$ cat src/rtl/dmac_pkg.sv
package dmac_pkg;

    typedef enum logic [1:0] {
        CH_IDLE   = 2'd0,
        CH_WAIT   = 2'd1,
        CH_ACTIVE = 2'd2,
        CH_REPROG = 2'd3
    } ch_state_e;

    typedef struct packed {
        logic fsync;
        logic bsync;
        logic compat;
        logic link_en;
        logic autoinit;
        logic rpt;
        logic endprog;
    } ch_mode_t;

    function automatic int chan_count(bit wide);
        return wide ? 16 : 9;
    endfunction

    function automatic int line_count(bit wide);
        return wide ? 64 : 32;
    endfunction

endpackage

$ cat src/rtl/dmac_req_capture.sv
module dmac_req_capture #(
    parameter int NREQ = 32
) (
    input  logic            clk,
    input  logic            rst_n,
    input  logic            clr_i,
    input  logic [NREQ-1:0] req_i,
    output logic [NREQ-1:0] rise_o
);
    logic [NREQ-1:0] bmp_q;

    always_ff @(posedge clk) begin
        if (!rst_n || clr_i) bmp_q <= '0;
        else                 bmp_q <= req_i;
    end

    assign rise_o = req_i & ~bmp_q;
endmodule

$ cat src/rtl/dmac_link_route.sv
module dmac_link_route #(
    parameter int NCH = 9,
    parameter int CHW = 4
) (
    input  logic [NCH-1:0]     link_req_i,
    input  logic [NCH*CHW-1:0] link_tgt_i,
    input  logic [NCH-1:0]     en_cmd_i,
    output logic [NCH-1:0]     en_all_o,
    output logic [NCH-1:0]     link_hit_o
);
    always_comb begin
        link_hit_o = '0;
        for (int i = 0; i < NCH; i++) begin
            for (int j = 0; j < NCH; j++) begin
                if (link_req_i[i] && link_tgt_i[i*CHW +: CHW] == CHW'(j))
                    link_hit_o[j] = 1'b1;
            end
        end
    end

    assign en_all_o = en_cmd_i | link_hit_o;
endmodule

$ cat src/rtl/dmac_chan_fsm.sv
module dmac_chan_fsm
    import dmac_pkg::*;
#(
    parameter int NREQ = 32,
    parameter int CHW  = 4,
    localparam int REQW = $clog2(NREQ)
) (
    input  logic            clk,
    input  logic            rst_n,
    input  logic            soft_rst_i,
    input  logic            en_i,
    input  logic            dis_i,
    input  logic            cfg_we_i,
    input  logic [REQW-1:0] cfg_line_i,
    input  logic [CHW-1:0]  cfg_lch_i,
    input  ch_mode_t        cfg_mode_i,
    input  logic            geo_we_i,
    input  logic            ev_hit_i,
    input  logic            ev_elem_i,
    input  logic            ev_frame_i,
    input  logic            ev_pkt_i,
    input  logic            ev_block_i,
    input  logic [NREQ-1:0] lvl_i,
    input  logic [NREQ-1:0] rise_i,
    output logic            run_o,
    output logic            sync_o,
    output logic            load_o,
    output logic            link_req_o,
    output logic [CHW-1:0]  link_tgt_o
);
    ch_state_e       st_q, st_d;
    logic [REQW-1:0] line_q;
    logic [CHW-1:0]  lch_q;
    ch_mode_t        mode_q;
    logic            pend_q, load_q, load_d;

    logic synced, lvl_hi, rise_hi, gran_hit, may_park;
    ch_state_e start_st;

    assign synced   = |line_q;
    assign lvl_hi   = lvl_i[line_q];
    assign rise_hi  = rise_i[line_q];
    assign gran_hit = (!mode_q.fsync && !mode_q.bsync && ev_elem_i) ||
                      ( mode_q.fsync && !mode_q.bsync && ev_frame_i) ||
                      ( mode_q.fsync &&  mode_q.bsync && ev_pkt_i);
    assign may_park = synced && !lvl_hi;
    assign start_st = (!synced || lvl_hi) ? CH_ACTIVE : CH_WAIT;

    // next-state decision
    always_comb begin
        st_d       = st_q;
        load_d     = 1'b0;
        link_req_o = 1'b0;
        if (soft_rst_i) begin
            st_d = CH_IDLE;
        end else if (dis_i) begin
            st_d = CH_IDLE;
        end else begin
            unique case (st_q)
                CH_IDLE: if (en_i) begin
                    load_d = 1'b1;
                    st_d   = start_st;
                end
                CH_WAIT: if (synced && rise_hi) begin
                    st_d   = CH_ACTIVE;
                    load_d = pend_q;
                end
                CH_ACTIVE: if (ev_hit_i) begin
                    if (ev_block_i) begin
                        if (mode_q.compat) begin
                            st_d       = CH_IDLE;
                            link_req_o = mode_q.link_en;
                        end else if (!mode_q.autoinit) begin
                            st_d = CH_IDLE;
                        end else if (mode_q.rpt || mode_q.endprog) begin
                            load_d = 1'b1;
                            if (gran_hit && may_park) st_d = CH_WAIT;
                        end else begin
                            st_d = CH_REPROG;
                        end
                    end else if (gran_hit && may_park) begin
                        st_d = CH_WAIT;
                    end
                end
                CH_REPROG: if (cfg_we_i && cfg_mode_i.endprog) begin
                    load_d = 1'b1;
                    st_d   = start_st;
                end
            endcase
        end
    end

    // state and settings registers
    always_ff @(posedge clk) begin
        if (!rst_n) begin
            st_q   <= CH_IDLE;
            pend_q <= 1'b0;
            line_q <= '0;
            lch_q  <= '0;
            mode_q <= '0;
        end else begin
            st_q <= st_d;
            if (soft_rst_i)    pend_q <= 1'b0;
            else if (geo_we_i) pend_q <= 1'b1;
            else if (load_d)   pend_q <= 1'b0;
            if (cfg_we_i) begin
                line_q <= cfg_line_i;
                lch_q  <= cfg_lch_i;
                mode_q <= cfg_mode_i;
            end
        end
    end

    // registered pulse output
    always_ff @(posedge clk) begin
        if (!rst_n) load_q <= 1'b0;
        else        load_q <= load_d;
    end

    assign run_o      = (st_q == CH_ACTIVE);
    assign sync_o     = run_o && synced;
    assign load_o     = load_q;
    assign link_tgt_o = lch_q;
endmodule

$ cat src/rtl/dmac_chan_ctrl.sv
module dmac_chan_ctrl
    import dmac_pkg::*;
#(
    parameter bit WIDE_CFG = 1'b0,
    localparam int NCH  = chan_count(WIDE_CFG),
    localparam int NREQ = line_count(WIDE_CFG),
    localparam int CHW  = $clog2(NCH),
    localparam int REQW = $clog2(NREQ)
) (
    input  logic            clk,
    input  logic            rst_n,
    input  logic            soft_rst_i,
    input  logic [NREQ-1:0] req_i,
    input  logic            en_valid_i,
    input  logic            dis_valid_i,
    input  logic [CHW-1:0]  cmd_ch_i,
    input  logic            cfg_we_i,
    input  logic [CHW-1:0]  cfg_ch_i,
    input  logic [REQW-1:0] cfg_sync_i,
    input  logic            cfg_fsync_i,
    input  logic            cfg_bsync_i,
    input  logic            cfg_compat_i,
    input  logic            cfg_link_en_i,
    input  logic [CHW-1:0]  cfg_link_ch_i,
    input  logic            cfg_autoinit_i,
    input  logic            cfg_repeat_i,
    input  logic            cfg_endprog_i,
    input  logic            geo_we_i,
    input  logic [CHW-1:0]  geo_ch_i,
    input  logic            ev_valid_i,
    input  logic [CHW-1:0]  ev_ch_i,
    input  logic            ev_elem_i,
    input  logic            ev_frame_i,
    input  logic            ev_pkt_i,
    input  logic            ev_block_i,
    output logic [NCH-1:0]  run_o,
    output logic [NCH-1:0]  sync_o,
    output logic [NCH-1:0]  load_o,
    output logic [NCH-1:0]  link_o
);
    logic [NREQ-1:0]    rise;
    logic [NCH-1:0]     en_cmd, en_all, link_req, link_hit;
    logic [NCH*CHW-1:0] link_tgt;
    ch_mode_t           mode_w;

    always_comb begin
        mode_w.fsync    = cfg_fsync_i;
        mode_w.bsync    = cfg_bsync_i;
        mode_w.compat   = cfg_compat_i;
        mode_w.link_en  = cfg_link_en_i;
        mode_w.autoinit = cfg_autoinit_i;
        mode_w.rpt      = cfg_repeat_i;
        mode_w.endprog  = cfg_endprog_i;
    end

    dmac_req_capture #(.NREQ(NREQ)) req_cap_i (
        .clk(clk), .rst_n(rst_n), .clr_i(soft_rst_i),
        .req_i(req_i), .rise_o(rise)
    );

    for (genvar c = 0; c < NCH; c++) begin : g_ch
        assign en_cmd[c] = en_valid_i && (cmd_ch_i == CHW'(c));
        dmac_chan_fsm #(.NREQ(NREQ), .CHW(CHW)) ch_i (
            .clk(clk), .rst_n(rst_n), .soft_rst_i(soft_rst_i),
            .en_i(en_all[c]),
            .dis_i(dis_valid_i && (cmd_ch_i == CHW'(c))),
            .cfg_we_i(cfg_we_i && (cfg_ch_i == CHW'(c))),
            .cfg_line_i(cfg_sync_i), .cfg_lch_i(cfg_link_ch_i),
            .cfg_mode_i(mode_w),
            .geo_we_i(geo_we_i && (geo_ch_i == CHW'(c))),
            .ev_hit_i(ev_valid_i && (ev_ch_i == CHW'(c))),
            .ev_elem_i(ev_elem_i), .ev_frame_i(ev_frame_i),
            .ev_pkt_i(ev_pkt_i), .ev_block_i(ev_block_i),
            .lvl_i(req_i), .rise_i(rise),
            .run_o(run_o[c]), .sync_o(sync_o[c]), .load_o(load_o[c]),
            .link_req_o(link_req[c]),
            .link_tgt_o(link_tgt[c*CHW +: CHW])
        );
    end

    dmac_link_route #(.NCH(NCH), .CHW(CHW)) route_i (
        .link_req_i(link_req), .link_tgt_i(link_tgt), .en_cmd_i(en_cmd),
        .en_all_o(en_all), .link_hit_o(link_hit)
    );

    always_ff @(posedge clk) begin
        if (!rst_n) link_o <= '0;
        else        link_o <= link_hit;
    end
endmodule

$ cat config.mk
export PLATFORM = sky130hd
export DESIGN_NAME = dmac_chan_ctrl
export DESIGN_NICKNAME = d
export VERILOG_FILES = /design/src/rtl/dmac_pkg.sv /design/src/rtl/dmac_req_capture.sv /design/src/rtl/dmac_link_route.sv /design/src/rtl/dmac_chan_fsm.sv /design/src/rtl/dmac_chan_ctrl.sv
export SDC_FILE = /design/constraint.sdc
export NUM_CORES = 1
export LEC_CHECK = 0
export ABC_AREA = 1
export BUFFER_PORTS_ARGS = -buffer_cell sky130_fd_sc_hd__buf_4
export CAP_MARGIN = 20
export CELL_PAD_IN_SITES_DETAIL_PLACEMENT = 0
export CELL_PAD_IN_SITES_GLOBAL_PLACEMENT = 1
export CORE_UTILIZATION = 46
export CTS_CLUSTER_DIAMETER = 150
export DETAILED_ROUTE_END_ITERATION = 7
export GPL_TIMING_DRIVEN = 0
export PLACE_DENSITY = 0.83
export REMOVE_ABC_BUFFERS = 1
export SLEW_MARGIN = 25
export SYNTH_ARGS = -nofsm -noshare
export SYNTH_HDL_FRONTEND = slang
export SYNTH_HIERARCHICAL = 1
export SYNTH_SLANG_ARGS = --single-unit
$ cat constraint.sdc
create_clock -name clk -period 7.3 [get_ports clk]
set_input_delay 0.73 -clock clk [delete_from_list [all_inputs] [get_ports clk]]
set_output_delay 0.73 -clock clk [all_outputs]
set_load 0.03 [all_outputs]
======== Yosys cells after proc, flatten, opt, wreduce, memory -nomap -nowiden ========
Index checks and enable logic that the tools add are counted.
Widths: inputs -> output; s select.
operators by class
  $lt $le $gt $ge ......................... 9
  equality and inequality tests ........... 167
  mux-type cells .......................... 387
  bitwise logic cells ..................... 4
  reduce and logical (&&, ||, !) cells .... 358
operators by type and width
  cell                number
  $mux 1              261
  $logic_and 1x1->1   225
  $eq 4x3->1 const B  52
  $mux 2              90
  $eq 4x2->1 const B  26
  $bmux 1 s5          18
  $pmux 2 s4          9
  $lt 5x6->1 const B  9
  $ne 2x1->1 const B  27
  $eq 4x1->1 const B  13
  $eq 4x4->1 const B  13
  $logic_not 4->1     13
  $reduce_or 5->1     9
  $logic_not 1->1     37
  $logic_or 1x1->1    37
  $eq 2x2->1 const B  18
  $pmux 1 s4          9
  $reduce_and 4->1    9
  $and 32x32->32      1
  $not 32->32         1
  $reduce_or 3->1     9
  $eq 2x1->1 const B  9
  $logic_not 2->1     9
  $ne 2x2->1 const B  9
  other kinds (4)     12
storage, ports and cells
  flip-flop bits (word level) ............. 221
  output and inout bits ................... 36

======== Logic depth before layout (Yosys ltp) ========
  depth after elaboration ................. 23
  depth in mapped cells ................... 18
  depth with buffers taken out ............ 18

======== Modules after synthesis ========
The synthesis kept the hierarchy.
by module, submodules not included
  module                            instances  cells an instance  area an instance (µm²)
  dmac_chan_fsm (g_ch[0].ch_i ...)  7          301                1731.7
  dmac_chan_fsm (g_ch[7].ch_i ...)  2          301                1735.4
  dmac_link_route                   1          276                1162.4
  dmac_req_capture                  1          133                1119.8
  dmac_chan_ctrl                    1          130                653.1

======== Least setup slack after synthesis ========
Ideal clock, no wire load.
  path kind ............................... input -> register
  from .................................... input ev_ch_i[2]
  to ...................................... register g_ch[4].ch_i.st_q[0]
  data arrival time ....................... 2.653 ns
  slack ................................... 4.582 ns
  cell stages on the path ................. 18
  cells stage by stage .................... inv_1 > nor2_1 > nand2_1 > nor2_1 > nand4_1 > nor4_1 > nand2_1 > nor2_2 > nand2_1 > nand2_1 > nor2_1 > nand4_1 > inv_1 > nand2_1 > nand4_4 > nor2_2 > nand2_1 > a21boi_2
between the ends
  elaborated cells on any way between the ends .. 76
  classes of those cells .................. eq/ne: 10; mux: 45; bitwise: 1; reduce/logical: 20
RTL lines
  what                               RTL line               text
  start, declared                    dmac_chan_ctrl.sv:31   input logic [CHW-1:0] ev_ch_i,
  $eq 4x3->1                         dmac_chan_ctrl.sv:71   .ev_hit_i(ev_valid_i && (ev_ch_i == CHW'(c))),
  $logic_and 1x1->1                  dmac_chan_ctrl.sv:71
  $mux 1                             dmac_chan_fsm.sv:68    CH_ACTIVE: if (ev_hit_i) begin
  $mux 1                             dmac_chan_fsm.sv:59    unique case (st_q)
  $mux 1                             dmac_chan_fsm.sv:56    end else if (dis_i) begin
  $mux 1                             dmac_chan_fsm.sv:54    if (soft_rst_i) begin
  named net link_req[7]              dmac_chan_ctrl.sv:42   logic [NCH-1:0] en_cmd, en_all, link_req, link_hit;
  $logic_and 1x1->1                  dmac_link_route.sv:15  if (link_req_i[i] && link_tgt_i[i*CHW +: CHW] == CHW'(j))
  $mux 1 (2 in series)               dmac_link_route.sv:15
  $or 9x9->9                         dmac_link_route.sv:21  assign en_all_o = en_cmd_i | link_hit_o;
  named net en_all[4]                dmac_chan_ctrl.sv:42
  $ne 2x2->1 (no source line)        --
  $reduce_and 4->1 (no source line)  --
  end signal, assigned               dmac_chan_fsm.sv:102   st_q <= st_d;
  end, declared                      dmac_chan_fsm.sv:31    ch_state_e st_q, st_d;
The timed path passes the listed nets, and every way through them passes these cells.
A chain may end at the register's enable or synchronous reset.

======== Final worst setup path ========
  from .................................... input ev_ch_i[2]
  to ...................................... register g_ch[5].ch_i.st_q[0]
between the ends
  elaborated cells on any way between the ends .. 76
  classes of those cells .................. eq/ne: 10; mux: 45; bitwise: 1; reduce/logical: 20
RTL lines
  what                               RTL line
  $eq 4x2->1                         dmac_chan_ctrl.sv:71
  $logic_and 1x1->1                  dmac_chan_ctrl.sv:71
  $mux 1                             dmac_chan_fsm.sv:68
  $mux 1                             dmac_chan_fsm.sv:59
  $mux 1                             dmac_chan_fsm.sv:56
  $mux 1                             dmac_chan_fsm.sv:54
  named net link_req[3]              dmac_chan_ctrl.sv:42
  $logic_and 1x1->1                  dmac_link_route.sv:15
  $mux 1 (6 in series)               dmac_link_route.sv:15
  $or 9x9->9                         dmac_link_route.sv:21
  named net en_all[5]                dmac_chan_ctrl.sv:42
  $ne 2x2->1 (no source line)        --
  $reduce_and 4->1 (no source line)  --
  end signal, assigned               dmac_chan_fsm.sv:102
  end, declared                      dmac_chan_fsm.sv:31
The timed path passes the listed nets, and every way through them passes these cells.

==> impl_metrics.yaml <==
timing:
  fin_hold_ws_ns: 0.463
  finalSetupViolCount: 0
  max_freq_mhz: 318
  setup-tns-final_ns: 0
  drv_slew: 0
  setup_ws_ns: 4.15
  skew_ns: 0.0658
  fin_crit_sh: 0.431
  fin_crit_ns: 3.15
  hold_violations: 0
  worst_pin_slew_ns: 1.06
  relSlewSlack: 0.296
  rsz0062_at_grt: "no"
clock_network:
  cts_setup_buffers: 0
  root_buffer: "clkbuf_16"
  insertion_delay_ns: 0.60
  hold_buffers: 0
  cts_resized: 0
  cts_tree: "yes"
  clk_pin_slew_worst_paths_ns: 0.06
  htree_levels: 1
  clockBufferDepth: 3
  cts_buffers: 28
  clkSinkCount: 221
global_routing:
  grt_max_degree: 155
  grt_pass1_vias: 18800
  use_met1: 0.450
  grt_pass1_wl_mm: 110
  grt_overflow: 0
  met3_usage: 0.0395
  grt_util_all_layers: 0.345
  top_usage_layer: "met2"
  met2_usage: 0.579
  antenna_found_initial: 0
critical_path:
  r2r_end: "g_ch[7].ch_i/st_q[0]"
  cp_cell_sequence: "buf_4 > inv_1 > nand3b_1 > nor2_1 > nand4_1 > nor4_1 > nand2_1 > nor2_1 > nor2_1 > nand4_1 > inv_1 > nand2_1 > nand4_4 > nor2_2 > nand2_1 > a21boi_2"
  arrival_ns: 3.69
  slowest_delay_ns: 0.72
  cp_max_fo: 6
  r2r_setup_slack_ns: 4.18
  start_kind: "input port"
  critPathRequiredTime_ns: 7.84
  path_class: "in -> reg"
  reg2regPathDepth: 16
  worstReg2RegStart: "g_ch[5].ch_i/st_q[0]"
  cp-end-kind: "register"
  slowest_stage: "nor4_1"
min_path:
  hold_end: "g_ch[3].ch_i/mode_q[0]"
  whs_path_depth: 2
  worstHoldStart: "g_ch[3].ch_i/mode_q[0]"
  hold_class: "reg -> reg"
yosys:
  synth_common_cells: "nand2_1, nand3_1, nor2_1"
  synth-seq-cells: 221
  ys_seq_area_frac: 0.239
  yosys_warnings: 6
  syn_area_per_cell_um2: 5.70
  yosysMostFrequentCell: "nand2_1"
  synth_async_sr_flop_share: 0
  yosysTopAreaCellShare: 0.239
  synthCells: 3248
  synth-edff-count: 0
  netlist_area_um2: 18500
  synth.distinct_cells: 28
  synth_largest_area_cell: "dfxtp_1"
  synth_flop_cell: "dfxtp_1"
  ys_top_cells_by_area: "dfxtp_1, nand2_1, nand3_1"
die:
  core-area_um2: 39700
  rows: 73
  die_w_um: 203
  start_util: 0.466
  die_area_um2: 41100
  die_h_um: 203
  ios: 112
final_layout:
  nNetsFinal: 3370
  utilization: 0.500
  stdcell_area_um2: 19900
  area_delta_synth_final_pct: 7.29
  nFillCells: 4168
  multi_input_area_um2: 11300
  drive_gt1_frac: 0.0878
  seqCellArea_um2: 4440
  diodes: 0
routing:
  wl_per_cell_um: 19.1
  first_pass_iters: 6
  drt_iter0_drc: 2235
  vias: 21000
  vias_per_cell: 5.52
  ant_nets: 0
  wl_mm: 72.3
  drc_errors: 0
status:
  status: "complete, no violations"
placed_design:
  place.port_buffers: 111
  placed_area_um2: 18900
  post-dp-hpwl_mm: 50.0
  gp_congestion: 0.927
  dp_slack_ns: 3.55
pwr:
  p_leak_uw: 0.00977
  ir_drop_v: 0.000174
  p_per_area_nw_per_um2: 166
job:
  drv_cap: 0
-- how the worst max path moves through the flow --
stage	cells after the start	start	endpoint
CTS	16	ev_ch_i[2]	g_ch[5].ch_i/st_q[0]
global route	16	g_ch[5].ch_i/st_q[0]	g_ch[7].ch_i/st_q[0]
global placement	16	ev_ch_i[2]	g_ch[5].ch_i/st_q[0]
detailed placement	16	ev_ch_i[2]	g_ch[5].ch_i/st_q[0]
floorplan	17	ev_ch_i[2]	g_ch[8].ch_i/st_q[0]
finish	16	ev_ch_i[2]	g_ch[5].ch_i/st_q[0]
-- layout by cell type (no fill, tap or decap) --
| master | n |
|---|---|
| a21boi_1 | 2 |
| a21boi_2 | 7 |
| a21oi_1 | 117 |
| buf_4 | 110 |
| buf_6 | 1 |
| bufinv_16 | 3 |
| clkbuf_1 | 5 |
| clkbuf_16 | 28 |
| clkbuf_8 | 8 |
| clkinv_1 | 11 |
| clkinv_16 | 1 |
| clkinv_2 | 5 |
| clkinv_4 | 1 |
| dfxtp_1 | 212 |
| dfxtp_2 | 9 |
| ha_1 | 45 |
| inv_1 | 382 |
| inv_4 | 9 |
| inv_8 | 9 |
| nand2_1 | 1057 |
| nand2_2 | 12 |
| nand3_1 | 526 |
| nand3_2 | 11 |
| nand3b_1 | 4 |
| nand4_1 | 41 |
| nand4_4 | 9 |
| nor2_1 | 401 |
| nor2_2 | 44 |
| nor3_1 | 11 |
| nor4_1 | 7 |
| nor4_2 | 2 |
| o21ai_0 | 144 |
| o21ai_1 | 18 |
| or2_2 | 18 |
-- through the flow --
step | std cells | total power [µW]
after floorplan | 3108 | 1590
after global placement | 3744 | 1820
after detailed placement | 3744 | 1830
after CTS | 3795 | 3300
after global routing | 3795 | 3420
final | 3795 | 3300
-- registers in the layout (all words and copies together), names as in the netlist --
name and flops:
g_ch.ch_i/mode_q 63, g_ch.ch_i/line_q 45, g_ch.ch_i/link_tgt_o 36, req_cap_i/bmp_q 32, g_ch.ch_i/st_q 18, g_ch.ch_i/load_o 9, g_ch.ch_i/pend_q 9, link_o 9
-- worst max-delay path, delay by kind of cell --
kind                   cells  cell delay [ns]
buffers and inverters      3             0.27
and+or+nand+nor           12             2.58
AOI/OAI and AO/OA          1             0.11
-- kinds of logic after synthesis --
family,Yosys count,share of synthesized area
and+or+nand+nor,2143,0.500
DFF,221,0.239
adders and majority gates,45,0.0304
AOI/OAI and AO/OA,288,0.0804
buffers and inverters,551,0.150
-- power breakdown --
part	switching [µW]	internal (µW)	leakage, µW
sequential	39.9	1230	0.00180
clock	580	893	0.000486
combinational	390	161	0.00749
-- area by class of cell --
class | count | share of cell area
clock buffer | 41 | 0.0417
timing repair buffer | 111 | 0.0421
clock inverter | 10 | 0.00774
sequential | 221 | 0.223
tap | 525 | 0.0330
inverter | 411 | 0.0821
multi-input combinational | 2476 | 0.570
-- routing by layer --
layer  routed length, µm  vias to the layer above
li1                    -                    10200
met1               30300                     9641
met2               33300                      912
met3                5700                      161
met4                3020                        0
met5                   0                        -
No activity file was read; power rests on OpenSTA's default activity.
